==> config.mk <==
export PLATFORM = sky130hd
export DESIGN_NAME = host_bus_slave
export DESIGN_NICKNAME = d
export VERILOG_FILES = /design/src/rtl/hbs_pkg.sv /design/src/rtl/hbs_sync.sv /design/src/rtl/hbs_ctl.sv /design/src/rtl/hbs_dp.sv /design/src/rtl/host_bus_slave.sv
export SDC_FILE = /design/constraint.sdc
export NUM_CORES = 1
export LEC_CHECK = 0
export BUFFER_PORTS_ARGS = -buffer_cell sky130_fd_sc_hd__buf_2
export CORE_MARGIN = 2
export CORE_UTILIZATION = 54
export DETAILED_ROUTE_END_ITERATION = 8
export PLACE_DENSITY_LB_ADDON = 0.25
export SETUP_SLACK_MARGIN = 0.05
export SLEW_MARGIN = 25
export SYNTH_ARGS = -nofsm -noshare
export SYNTH_HDL_FRONTEND = slang
export SYNTH_SLANG_ARGS = --single-unit
==> constraint.sdc <==
create_clock -name clk -period 1.6 [get_ports clk]
set_clock_uncertainty 0.1 [all_clocks]
set_input_delay 0 -clock clk [delete_from_list [all_inputs] [get_ports clk]]
set_output_delay 0 -clock clk [all_outputs]
set_load 0.1 [all_outputs]
==> src/rtl/hbs_pkg.sv <==
package hbs_pkg;

  typedef struct packed {
    logic loadAddr;
    logic loadRead;
    logic commitWrite;
  } dpCtl_t;

  typedef enum logic [1:0] {
    ST_IDLE  = 2'd0,
    ST_READ  = 2'd1,
    ST_WRITE = 2'd2
  } accState_t;

  localparam logic [1:0] MODE_SEP_ASYNC  = 2'b00;
  localparam logic [1:0] MODE_DS_ASYNC   = 2'b01;
  localparam logic [1:0] MODE_SEP_SYNC   = 2'b10;
  localparam logic [1:0] MODE_BOTH_SYNC  = 2'b11;

  localparam int STATUS_IDX = 0;
  localparam int ENABLE_IDX = 1;

endpackage

==> src/rtl/hbs_sync.sv <==
module hbs_sync #(
  parameter int W = 1,
  parameter int STAGES = 2,
  parameter logic [W-1:0] RST_VAL = '0
) (
  input  logic         clk,
  input  logic         rstN,
  input  logic [W-1:0] din,
  output logic [W-1:0] dout
);
  logic [W-1:0] stageQ [STAGES];

  always_ff @(posedge clk or negedge rstN) begin
    if (!rstN) begin
      for (int i = 0; i < STAGES; i++) stageQ[i] <= RST_VAL;
    end else begin
      stageQ[0] <= din;
      for (int i = 1; i < STAGES; i++) stageQ[i] <= stageQ[i-1];
    end
  end

  assign dout = stageQ[STAGES-1];
endmodule

==> src/rtl/hbs_ctl.sv <==
module hbs_ctl import hbs_pkg::*; (
  input  logic   clk,
  input  logic   rstN,
  input  logic   motoMode,
  input  logic   aleS,
  input  logic   csNS,
  input  logic   rdDsNS,
  input  logic   wrRwS,
  input  logic   rawCsN,
  input  logic   rawWrRw,
  output dpCtl_t dpCtl,
  output logic   ackActive,
  output logic   dataOe
);
  accState_t state, stateNext;
  logic aleQ, ackQ;
  logic readReq, writeReq, readHold, writeHold;
  logic loadRead, commitWrite;

  assign readReq   = ~csNS & ~rdDsNS & wrRwS;
  assign writeReq  = ~csNS & (motoMode ? (~rdDsNS & ~wrRwS) : (rdDsNS & ~wrRwS));
  assign readHold  = ~csNS & ~rdDsNS;
  assign writeHold = ~csNS & (motoMode ? ~rdDsNS : ~wrRwS);

  always_comb begin
    stateNext   = state;
    loadRead    = 1'b0;
    commitWrite = 1'b0;
    case (state)
      ST_IDLE: begin
        if (readReq) begin
          stateNext = ST_READ;
          loadRead  = 1'b1;
        end else if (writeReq) begin
          stateNext = ST_WRITE;
        end
      end
      ST_READ: begin
        if (!readHold) stateNext = ST_IDLE;
      end
      ST_WRITE: begin
        if (!writeHold) begin
          stateNext   = ST_IDLE;
          commitWrite = 1'b1;
        end
      end
      default: stateNext = ST_IDLE;
    endcase
  end

  always_ff @(posedge clk or negedge rstN) begin
    if (!rstN) begin
      state <= ST_IDLE;
      aleQ  <= 1'b0;
      ackQ  <= 1'b0;
    end else begin
      state <= stateNext;
      aleQ  <= aleS;
      ackQ  <= (state != ST_IDLE) && (stateNext != ST_IDLE);
    end
  end

  assign dpCtl.loadAddr    = aleQ & ~aleS;
  assign dpCtl.loadRead    = loadRead;
  assign dpCtl.commitWrite = commitWrite;
  assign ackActive         = ackQ;
  assign dataOe            = (state == ST_READ) & ~rawCsN & rawWrRw;


  ack_latency_chk: assert property (@(posedge clk) disable iff (!rstN)
    (state != ST_IDLE && $past(state) == ST_IDLE && stateNext == state) |=> ackQ);


  commit_once_chk: assert property (@(posedge clk) disable iff (!rstN)
    dpCtl.commitWrite |=> !dpCtl.commitWrite);


  cs_block_chk: assert property (@(posedge clk) disable iff (!rstN)
    csNS |=> (state == ST_IDLE));
endmodule

==> src/rtl/hbs_dp.sv <==
module hbs_dp import hbs_pkg::*; #(
  parameter int ADDR_W = 4,
  parameter int DATA_W = 8
) (
  input  logic              clk,
  input  logic              rstN,
  input  dpCtl_t            dpCtl,
  input  logic [ADDR_W-1:0] addrS,
  input  logic [DATA_W-1:0] dataS,
  input  logic [DATA_W-1:0] alarmIn,
  output logic [DATA_W-1:0] rdData,
  output logic              intN
);
  localparam int DEPTH = 1 << ADDR_W;

  logic [DATA_W-1:0] regQ [DEPTH];
  logic [ADDR_W-1:0] addrQ;
  logic [DATA_W-1:0] rdDataQ;

  always_ff @(posedge clk or negedge rstN) begin
    if (!rstN) begin
      for (int i = 0; i < DEPTH; i++) regQ[i] <= '0;
      addrQ   <= '0;
      rdDataQ <= '0;
    end else begin
      if (dpCtl.loadAddr) addrQ <= addrS;
      if (dpCtl.loadRead) rdDataQ <= regQ[addrQ];
      for (int i = 0; i < DEPTH; i++) begin
        if (i == STATUS_IDX) begin
          regQ[i] <= (regQ[i] & ~((dpCtl.commitWrite && addrQ == ADDR_W'(i)) ? dataS : '0))
                     | alarmIn;
        end else if (dpCtl.commitWrite && addrQ == ADDR_W'(i)) begin
          regQ[i] <= dataS;
        end
      end
    end
  end

  assign rdData = rdDataQ;
  assign intN   = ~|(regQ[STATUS_IDX] & regQ[ENABLE_IDX]);


  alarm_set_chk: assert property (@(posedge clk) disable iff (!rstN)
    (alarmIn != '0) |=> ((regQ[STATUS_IDX] & $past(alarmIn)) == $past(alarmIn)));
endmodule

==> src/rtl/host_bus_slave.sv <==
module host_bus_slave #(
  parameter int ADDR_W = 4,
  parameter int DATA_W = 8,
  parameter int SYNC_STAGES = 2
) (
  input  logic              clk,
  input  logic              rstN,
  input  logic [1:0]        modeSel,
  input  logic              csN,
  input  logic              aleAs,
  input  logic              rdDsN,
  input  logic              wrRw,
  input  logic [ADDR_W-1:0] addr,
  input  logic [DATA_W-1:0] dataIn,
  output logic [DATA_W-1:0] dataOut,
  output logic              dataOe,
  output logic              ackOut,
  output logic              intN,
  input  logic [DATA_W-1:0] alarmIn
);
  import hbs_pkg::*;

  localparam int BUS_W = ADDR_W + DATA_W;

  logic              motoMode;
  logic [3:0]        pinS;
  logic [BUS_W-1:0]  busS;
  logic              ackActive;
  dpCtl_t            dpCtl;

  always_comb begin
    case (modeSel)
      MODE_SEP_ASYNC, MODE_SEP_SYNC: motoMode = 1'b0;
      MODE_DS_ASYNC, MODE_BOTH_SYNC: motoMode = 1'b1;
      default:                       motoMode = 1'b0;
    endcase
  end

  hbs_sync #(.W(4), .STAGES(SYNC_STAGES), .RST_VAL(4'b0111)) i_pinSync (
    .clk(clk), .rstN(rstN),
    .din({aleAs, csN, rdDsN, wrRw}),
    .dout(pinS)
  );

  hbs_sync #(.W(BUS_W), .STAGES(SYNC_STAGES), .RST_VAL('0)) i_busSync (
    .clk(clk), .rstN(rstN),
    .din({addr, dataIn}),
    .dout(busS)
  );

  hbs_ctl i_ctl (
    .clk(clk), .rstN(rstN), .motoMode(motoMode),
    .aleS(pinS[3]), .csNS(pinS[2]), .rdDsNS(pinS[1]), .wrRwS(pinS[0]),
    .rawCsN(csN), .rawWrRw(wrRw),
    .dpCtl(dpCtl), .ackActive(ackActive), .dataOe(dataOe)
  );

  hbs_dp #(.ADDR_W(ADDR_W), .DATA_W(DATA_W)) i_dp (
    .clk(clk), .rstN(rstN), .dpCtl(dpCtl),
    .addrS(busS[BUS_W-1:DATA_W]), .dataS(busS[DATA_W-1:0]),
    .alarmIn(alarmIn), .rdData(dataOut), .intN(intN)
  );

  assign ackOut = motoMode ? ~ackActive : ackActive;
endmodule

==> results of run 1 <==
==> cell families after synthesis <==
logic type / Yosys count / share of synthesized area, %
flip-flops: 176 / 59.7
buffers and inverters: 26 / 1.57
AO/OA/AOI/OAI: 35 / 3.76
multiplexers: 173 / 30.9
AND/OR/NAND/NOR: 42 / 3.96
XOR/XNOR: 1 / 0.118
==> state kept, by name, summed over array words and instances (netlist names) <==
signal and flops:
i_pinSync.dout 4, i_pinSync.stageQ 4, i_ctl.ackActive 1, i_busSync.dout 12, i_ctl.state 2, i_dp.rdData 8, i_dp.addrQ 4, i_ctl.aleQ 1
i_dp.regQ 128, i_busSync.stageQ 12
==> path summary, 6_finish.rpt <==
path                       slack, ps                 start                    to
max in group asynchronous        200                  rstN   i_pinSync.stageQ[5]
max reg2reg                     -250     i_pinSync.dout[1]         i_dp.regQ[55]
min                              120             dataIn[4]  i_busSync.stageQ[16]
max                             -250     i_pinSync.dout[1]         i_dp.regQ[55]
min in group asynchronous        500                  rstN         i_dp.regQ[54]
min reg2reg                      250  i_busSync.stageQ[13]     i_busSync.dout[1]
==> routing by layer <==
layer	track usage, %	vias to the layer above	part of all wire, %
li1	-	1918	-
met1	32.1	2319	43
met2	41.1	81	52
met3	4.98	20	3.8
met4	7.41	0	1.3
met5	0	-	0
==> synthesized netlist by cell type, drive strengths merged <==
library cell	instances
dfrtp	170
mux2	124
mux4	32
mux2i	17
clkbuf	15
nand2	12
nand3	11
buf	10
a21o	8
a2bb2oi	8
o21ai	8
dfstp	6
nor2b	5
a22oi	4
nand4	3
or2	3
a211oi	2
a21oi	2
nor2	2
nor4	2
a2111oi	1
and2	1
and4	1
inv	1
nand2b	1
nor4bb	1
o22a	1
o31ai	1
xor2	1
==> timing repair <==
action                                 4_1_cts  5_1_grt
setup buffers                               11        1
setup endpoints to repair                  138      139
endpoints found under the hold margin      196        0
gates resized for setup                     40       19
hold buffers                                27        0
cloned                                       2        0
pin swaps                                    6       10
==> worst max-delay path, stage by stage (launching register included) <==
cell and delay [ps]:
dfstp_2 550, mux2i_4 100, a21oi_4 200, buf_12 160, buf_12 110, nand3_4 170
mux2_2 340
==> final cells by class <==
type,instances,area share [%]
tap,176,2.33
clock inverter,11,1.13
multi-input combinational,251,33.1
timing repair buffer,121,11.9
clock buffer,20,4.73
sequential,176,46.8
inverter,1,0.0663
==> where the power goes <==
part	internal (mW)	switching [mW]	total [mW]
clock	2.20	1.72	3.91
sequential	5.23	0.496	5.73
combinational	1.57	1.68	3.24
total	9.00	3.89	12.9
==> per-stage QoR <==
stage | total power, mW | utilization, %
after floorplan | 7.81 | -
after global placement | 8.63 | 62.3
after detailed placement | 8.73 | 62.3
after CTS | 12.9 | 70.7
after global routing | 13.4 | 71.0
final | 12.9 | 71.0
==> impl_metrics.yaml, run 1 <==
final_layout:
  nFillCells: 854
  ff_latch_area_um2: 4410
  layout-drive-gt1-share_pct: 56.7
  num_antenna_cells: 0
  final_area_um2: 9440
  final_cell_mix: "dfrtp_1, mux2_2, buf_4"
  multi_input_area_um2: 3120
  finalNetCount: 596
  area_growth_syn_to_layout_pct: 27.7
  stdcell_count: 756
  final_common_cell: "dfrtp_1"
synth:
  synth_top_area_share_pct: 57.5
  yosysSeqAreaShare_pct: 59.7
  syn_nets: 481
  synth_warnings: 0
  yosysTopAreaCell: "dfrtp_1"
  synthTopCellsByArea: "dfrtp_1, mux2_2, mux4_2"
  yosys.cell_types.count: 36
  synth-seq-cells: 176
  syn_inst: 453
  avgSynthCellArea_um2: 16.3
  synth_area_um2: 7390
floorplanning:
  coreArea_um2: 13300
  die_y_um: 121
  io_pins: 39
  die-area_um2: 14600
  row_count: 42
  initial_core_util_pct: 55.6
  die_w_um: 121
global_routing:
  grt_pass1_wl_um: 26100
  antenna_found_initial: 0
  grt_use_total_pct: 24.4
  grt_pass1_vias: 4677
  grt_start_max_net_pins: 50
  overflow: 0
power:
  irDropWorstVdd_mv: 0.872
  power_density_nw_per_um2: 1370
  leakage_nw: 4.32
clock_network:
  cts_sinks: 176
  cts_tree: "yes"
  clk_latency_ps: 420
  cts_buffers: 17
  cts_buffer_depth: 2
  root_buffer: "clkbuf_16"
  clk_pin_slew_ps: 70
  htreeDepth: 4
place:
  pre_cts_ws_ps: -285
  gp_congestion: 0.799
  dp.cells: 685
  io_buffers: 37
  dpl_cell_area_um2: 8280
  hpwl_um: 10400
sta:
  whs_ps: 120
  setup_viol: 137
  drv_slew: 0
  hold_viol: 0
  finalSetupTns_ps: -21670
  fmax_mhz: 539
  rsz0062_at_grt: "yes"
  worstMarginPinSlew_ps: 579
  fin_crit_ps: 1850
  fin_crit_sh_pct: 116
  max_slew_margin_pct: 61.4
  fin_ws_ps: -254
route:
  ant_nets: 0
  drc: 0
  wirelength_um: 16300
  dr.pass1.iters: 4
  num_vias: 4338
  vias_per_cell: 5.74
  drt_iter0_drc: 249
  wire_per_inst_um: 21.5
critical_path:
  r2r_cells: 6
  startpoint_type: "flop"
  critPathMaxFanout: 8
  crit_arrival_ps: 2060
  worst_setup_path_end_kind: "flop"
  critPathKind: "reg2reg"
  cp.required_ps: 1800
status:
  failed_checks: "setup timing"
  status: "complete, but fails checks"
min_path:
  min_path_cells: 2
  hp-class: "in2reg"
run:
  maxCapViolations: 0
Power figures use the tool's default switching activity.
==> run 2: changes to the inputs <==
--- a/config.mk
+++ b/config.mk
@@ -6,6 +6,7 @@
 export NUM_CORES = 1
 export LEC_CHECK = 0
 export BUFFER_PORTS_ARGS = -buffer_cell sky130_fd_sc_hd__buf_2
+export CORE_ASPECT_RATIO = 0.5
 export CORE_MARGIN = 2
 export CORE_UTILIZATION = 54
 export DETAILED_ROUTE_END_ITERATION = 8
==> impl_metrics.yaml, run 2 (synthesized netlist as in run 1, its figures left out) <==
sta:
  worstMarginPinSlew_ps: 594
  fin_ws_ps: -264
  max_slew_margin_pct: 60.4
  fin_crit_ps: 1860
  hold_viol: 0
  rsz0062_at_grt: "yes"
  setup_viol: 136
  fin_crit_sh_pct: 117
  fmax_mhz: 536
  drv_slew: 0
route:
  dr.pass1.iters: 4
  drt_iter0_drc: 334
  drc: 0
  vias_per_cell: 5.70
  num_vias: 4316
  wirelength_um: 15700
  wire_per_inst_um: 20.7
  ant_nets: 0
place:
  hpwl_um: 10200
  dp.cells: 690
  io_buffers: 37
  gp_congestion: 0.757
  dpl_cell_area_um2: 8330
final_layout:
  final_area_um2: 9380
  final_cell_mix: "dfrtp_1, mux2_2, buf_4"
  final_common_cell: "dfrtp_1"
  stdcell_count: 757
  area_growth_syn_to_layout_pct: 26.9
  post-route-util_pct: 69.6
  num_antenna_cells: 0
  largest_register: "i_dp.regQ"
  nFillCells: 862
  layout-drive-gt1-share_pct: 55.9
  largest_reg_flops: 128
  finalNetCount: 596
global_routing:
  overflow: 0
  grt_pass1_vias: 4461
  grt_pass1_wl_um: 25600
  grt_use_total_pct: 23.6
  antenna_found_initial: 0
  grt_start_max_net_pins: 69
critical_path:
  crit_chain: "buf_4 -> buf_12 -> mux4_2 -> mux2i_1 -> o21ai_0"
  startpoint_type: "flop"
  crit_arrival_ps: 2070
  critPathKind: "reg2reg"
  slowest_delay_ps: 520
  critPathMaxFanout: 13
  worst_setup_path_end_kind: "flop"
  cp.required_ps: 1800
  crit_path_top_delay_cell: "mux4_2"
clock_network:
  cts_tree: "yes"
  cts_buffer_depth: 2
  cts_buffers: 17
  htreeDepth: 4
  cts_sinks: 176
  clk_latency_ps: 430
  root_buffer: "clkbuf_16"
  clk_pin_slew_ps: 70
power:
  p_clk_share_pct: 31.6
  pwr-share-comb_pct: 24.5
  sw_frac_of_total_pct: 31.8
  irDropWorstVdd_mv: 0.861
  leakage_nw: 4.34
  power_density_nw_per_um2: 1390
  seqPwrFrac_pct: 43.9
  p_sw_mw: 4.14
  finalPower_mw: 13.0
  p_int_mw: 8.88
run:
  maxCapViolations: 0
status:
  status: "complete, but fails checks"
  failed_checks: "setup timing"
floorplanning:
  die_w_um: 169
  die-area_um2: 14700
  row_count: 30
  io_pins: 39
  initial_core_util_pct: 54.9
  coreArea_um2: 13500
  die_y_um: 86.7
min_path:
  hp-class: "in2async"
[run 2: critical path: cells and delay by family (launching register included)]
family / cells / cell delay [ps]
muxes: 2 / 770
DFF: 1 / 470
buffers and inverters: 2 / 290
AOI/OAI and AO/OA: 1 / 110
[run 2: layer usage]
layer  track usage, %  share of wire [%]
met2             34.5                 46
met3             4.66                5.1
met4             6.06               0.83
met1             36.6                 48
met5                0                  0
[run 2: path summary, 6_finish.rpt]
kind	cells past startpoint	start	slack, ps	endpoint
worst max-delay path	5	i_dp.addrQ[0]	-260	i_dp.rdData[5]
worst max register to register	5	i_dp.addrQ[0]	-260	i_dp.rdData[5]
min in group clk	2	dataIn[4]	110	i_busSync.stageQ[16]
max in group asynchronous	3	rstN	870	i_busSync.dout[1]
worst min-delay path	3	rstN	40	i_busSync.dout[2]
worst min register to register	0	i_busSync.stageQ[18]	250	i_busSync.dout[6]
[run 2: final cells by class]
class	count	area (µm²)	area share, %
Clock inverter	15	168	1.79
Timing Repair Buffer	121	1120	11.9
Sequential cell	176	4410	47.0
Multi-Input combinational cell	251	3030	32.3
Inverter	1	3.75	0.0400
Clock buffer	17	425	4.53
Tap cell	176	220	2.35
[run 2: power groups by stage]
stage	clock, mW	sequential [mW]	combinational [mW]
floorplan	0	6.13	1.68
global placement	0	5.74	2.94
detailed placement	0	5.77	3.00
CTS	4.18	5.70	3.12
global route	4.43	5.81	3.38
finish	4.11	5.72	3.19
[run 2: repair_timing]
item                                   in CTS  in global routing
hold buffers                               27                  0
pin swaps                                   8                  3
gates resized for setup                    21                 14
cloned                                      0                  1
buffers inserted                            2                  5
endpoints found under the hold margin     201                  0
setup endpoints to repair                 138                138
[run 2: metrics by stage]
stage,setup WS (ps),hold slack (ps),setup TNS [ps]
floorplan,-158,-396,-14030
global placement,-235,-299,-21410
detailed placement,-249,-299,-23130
CTS,-242,43.2,-21960
global route,-341,65.0,-33580
finish,-264,40.2,-25230
==> run 3: changes to the inputs <==
--- a/config.mk
+++ b/config.mk
@@ -9,6 +9,7 @@
 export CORE_ASPECT_RATIO = 0.5
 export CORE_MARGIN = 2
 export CORE_UTILIZATION = 54
+export CTS_BUF_LIST = sky130_fd_sc_hd__clkbuf_8
 export DETAILED_ROUTE_END_ITERATION = 8
 export PLACE_DENSITY_LB_ADDON = 0.25
 export SETUP_SLACK_MARGIN = 0.05
==> impl_metrics.yaml, run 3 (synthesized netlist as in run 1, its figures left out) <==
status:
  status: "complete, but fails checks"
  failed_checks: "setup timing"
critical_path:
  startpoint_type: "flop"
  r2r_slack_ps: -280
  critPathMaxFanout: 8
  worstReg2RegEnd: "i_dp.regQ[31]"
  crit_end: "i_dp.regQ[31]"
  r2r_cells: 6
  crit_arrival_ps: 2130
  cp.required_ps: 1850
  worst_setup_path_end_kind: "flop"
  worstReg2RegStart: "i_pinSync.dout[0]"
  critPathKind: "reg2reg"
  cp-startpoint: "i_pinSync.dout[0]"
sta:
  worstMarginPinSlew_ps: 608
  fin_crit_sh_pct: 117
  fin_crit_ps: 1880
  fin_ws_ps: -278
  fmax_mhz: 532
  hold_viol: 0
  setup_viol: 138
  drv_slew: 0
  whs_ps: 70.1
  rsz0062_at_grt: "yes"
  max_slew_margin_pct: 59.5
place:
  hpwl_um: 10200
  pre_cts_ws_ps: -249
  gp_congestion: 0.757
  io_buffers: 37
final_layout:
  layout-drive-gt1-share_pct: 54.8
  largest_register: "i_dp.regQ"
  final_cell_mix: "dfrtp_1, mux2_2, buf_4"
  finalNetCount: 595
  area_growth_syn_to_layout_pct: 24.0
  final_common_cell: "dfrtp_1"
  num_antenna_cells: 0
  post-route-util_pct: 68.1
  largest_reg_flops: 128
global_routing:
  grt_start_max_net_pins: 69
  grt_pass1_wl_um: 25400
  overflow: 0
  grt_use_total_pct: 23.3
  grt_pass1_vias: 4517
  antenna_found_initial: 0
floorplanning:
  die_w_um: 169
  die-area_um2: 14700
  die_y_um: 86.7
  initial_core_util_pct: 54.9
  coreArea_um2: 13500
  io_pins: 39
  row_count: 30
route:
  num_vias: 4347
  ant_nets: 0
  drc: 0
  wire_per_inst_um: 20.3
  dr.pass1.iters: 4
  vias_per_cell: 5.75
  drt_iter0_drc: 327
  wirelength_um: 15400
min_path:
  min_path_cells: 2
  hp-class: "in2reg"
clock_network:
  clk_pin_slew_ps: 110
  cts_sinks: 176
  cts_tree: "yes"
  cts_buffer_depth: 2
  htreeDepth: 4
  clk_latency_ps: 460
  cts_buffers: 17
  root_buffer: "clkbuf_8"
run:
  maxCapViolations: 0
power:
  power_density_nw_per_um2: 1300
  irDropWorstVdd_mv: 0.682
  leakage_nw: 4.24
  finalPower_mw: 11.9
[run 3: cell count changes in the layout (fill, tap and decap cells not counted), moves of 2 or more]
| cell | change |
|---|---|
| mux2i_1 | +2 |
| mux2i_2 | -2 |
| clkbuf_8 | +17 |
| buf_6 | -2 |
| clkbuf_16 | -17 |
[run 3: worst min path at each step]
| stage | start | end | slack [ps] |
|---|---|---|---|
| final | dataIn[4] | i_busSync.stageQ[16] | 70 |
| after global routing | dataIn[4] | i_busSync.stageQ[16] | 40 |
| after CTS | dataIn[7] | i_busSync.stageQ[19] | 30 |
| after detailed placement | rstN | i_busSync.stageQ[13] | -300 |
| after global placement | rstN | i_busSync.stageQ[13] | -300 |
| after floorplan | rstN | i_busSync.dout[0] | -400 |
[run 3: metrics by stage]
step	TNS [ps]	cells	cell area [µm²]
floorplan	-14030	453	7490
global placement	-21410	690	8330
detailed placement	-23130	690	8330
CTS	-22850	755	9110
global route	-36450	756	9170
finish	-28580	756	9170
[run 3: layout make-up]
type | instances | area [µm²]
timing repair buffer | 120 | 1110
fill | 900 | 4310
tap | 176 | 220
clock buffer | 17 | 234
inverter | 1 | 3.75
sequential | 176 | 4410
clock inverter | 15 | 168
multi-input combinational | 251 | 3020
[run 3: timing repair]
action	4_1_cts	5_1_grt
setup endpoints to repair	138	139
buffers inserted	5	0
hold endpoints to repair	201	0
pin swaps	9	4
gates cloned	0	1
hold buffers	28	0
gates resized for setup	23	7
[run 3: critical path: stages (launching register included)]
cell and delay (ps):
dfstp_2 580, mux2i_4 110, a21oi_4 220, clkbuf_16 210, nand3_4 70, buf_12 160, mux2_4 300
[run 3: report_power, final]
part	switching (mW)	total, mW	internal [mW]
Combinational	1.63	3.14	1.51
Clock	1.90	3.09	1.19
Sequential	0.470	5.69	5.22
[run 3: metal layers]
metal,share of wire [%],track usage [%],up-vias
li1,-,-,1917
met1,50,35.7,2329
met2,46,34.1,89
met3,3.8,5.62,12
met4,0.73,5.52,0
met5,0,0,-
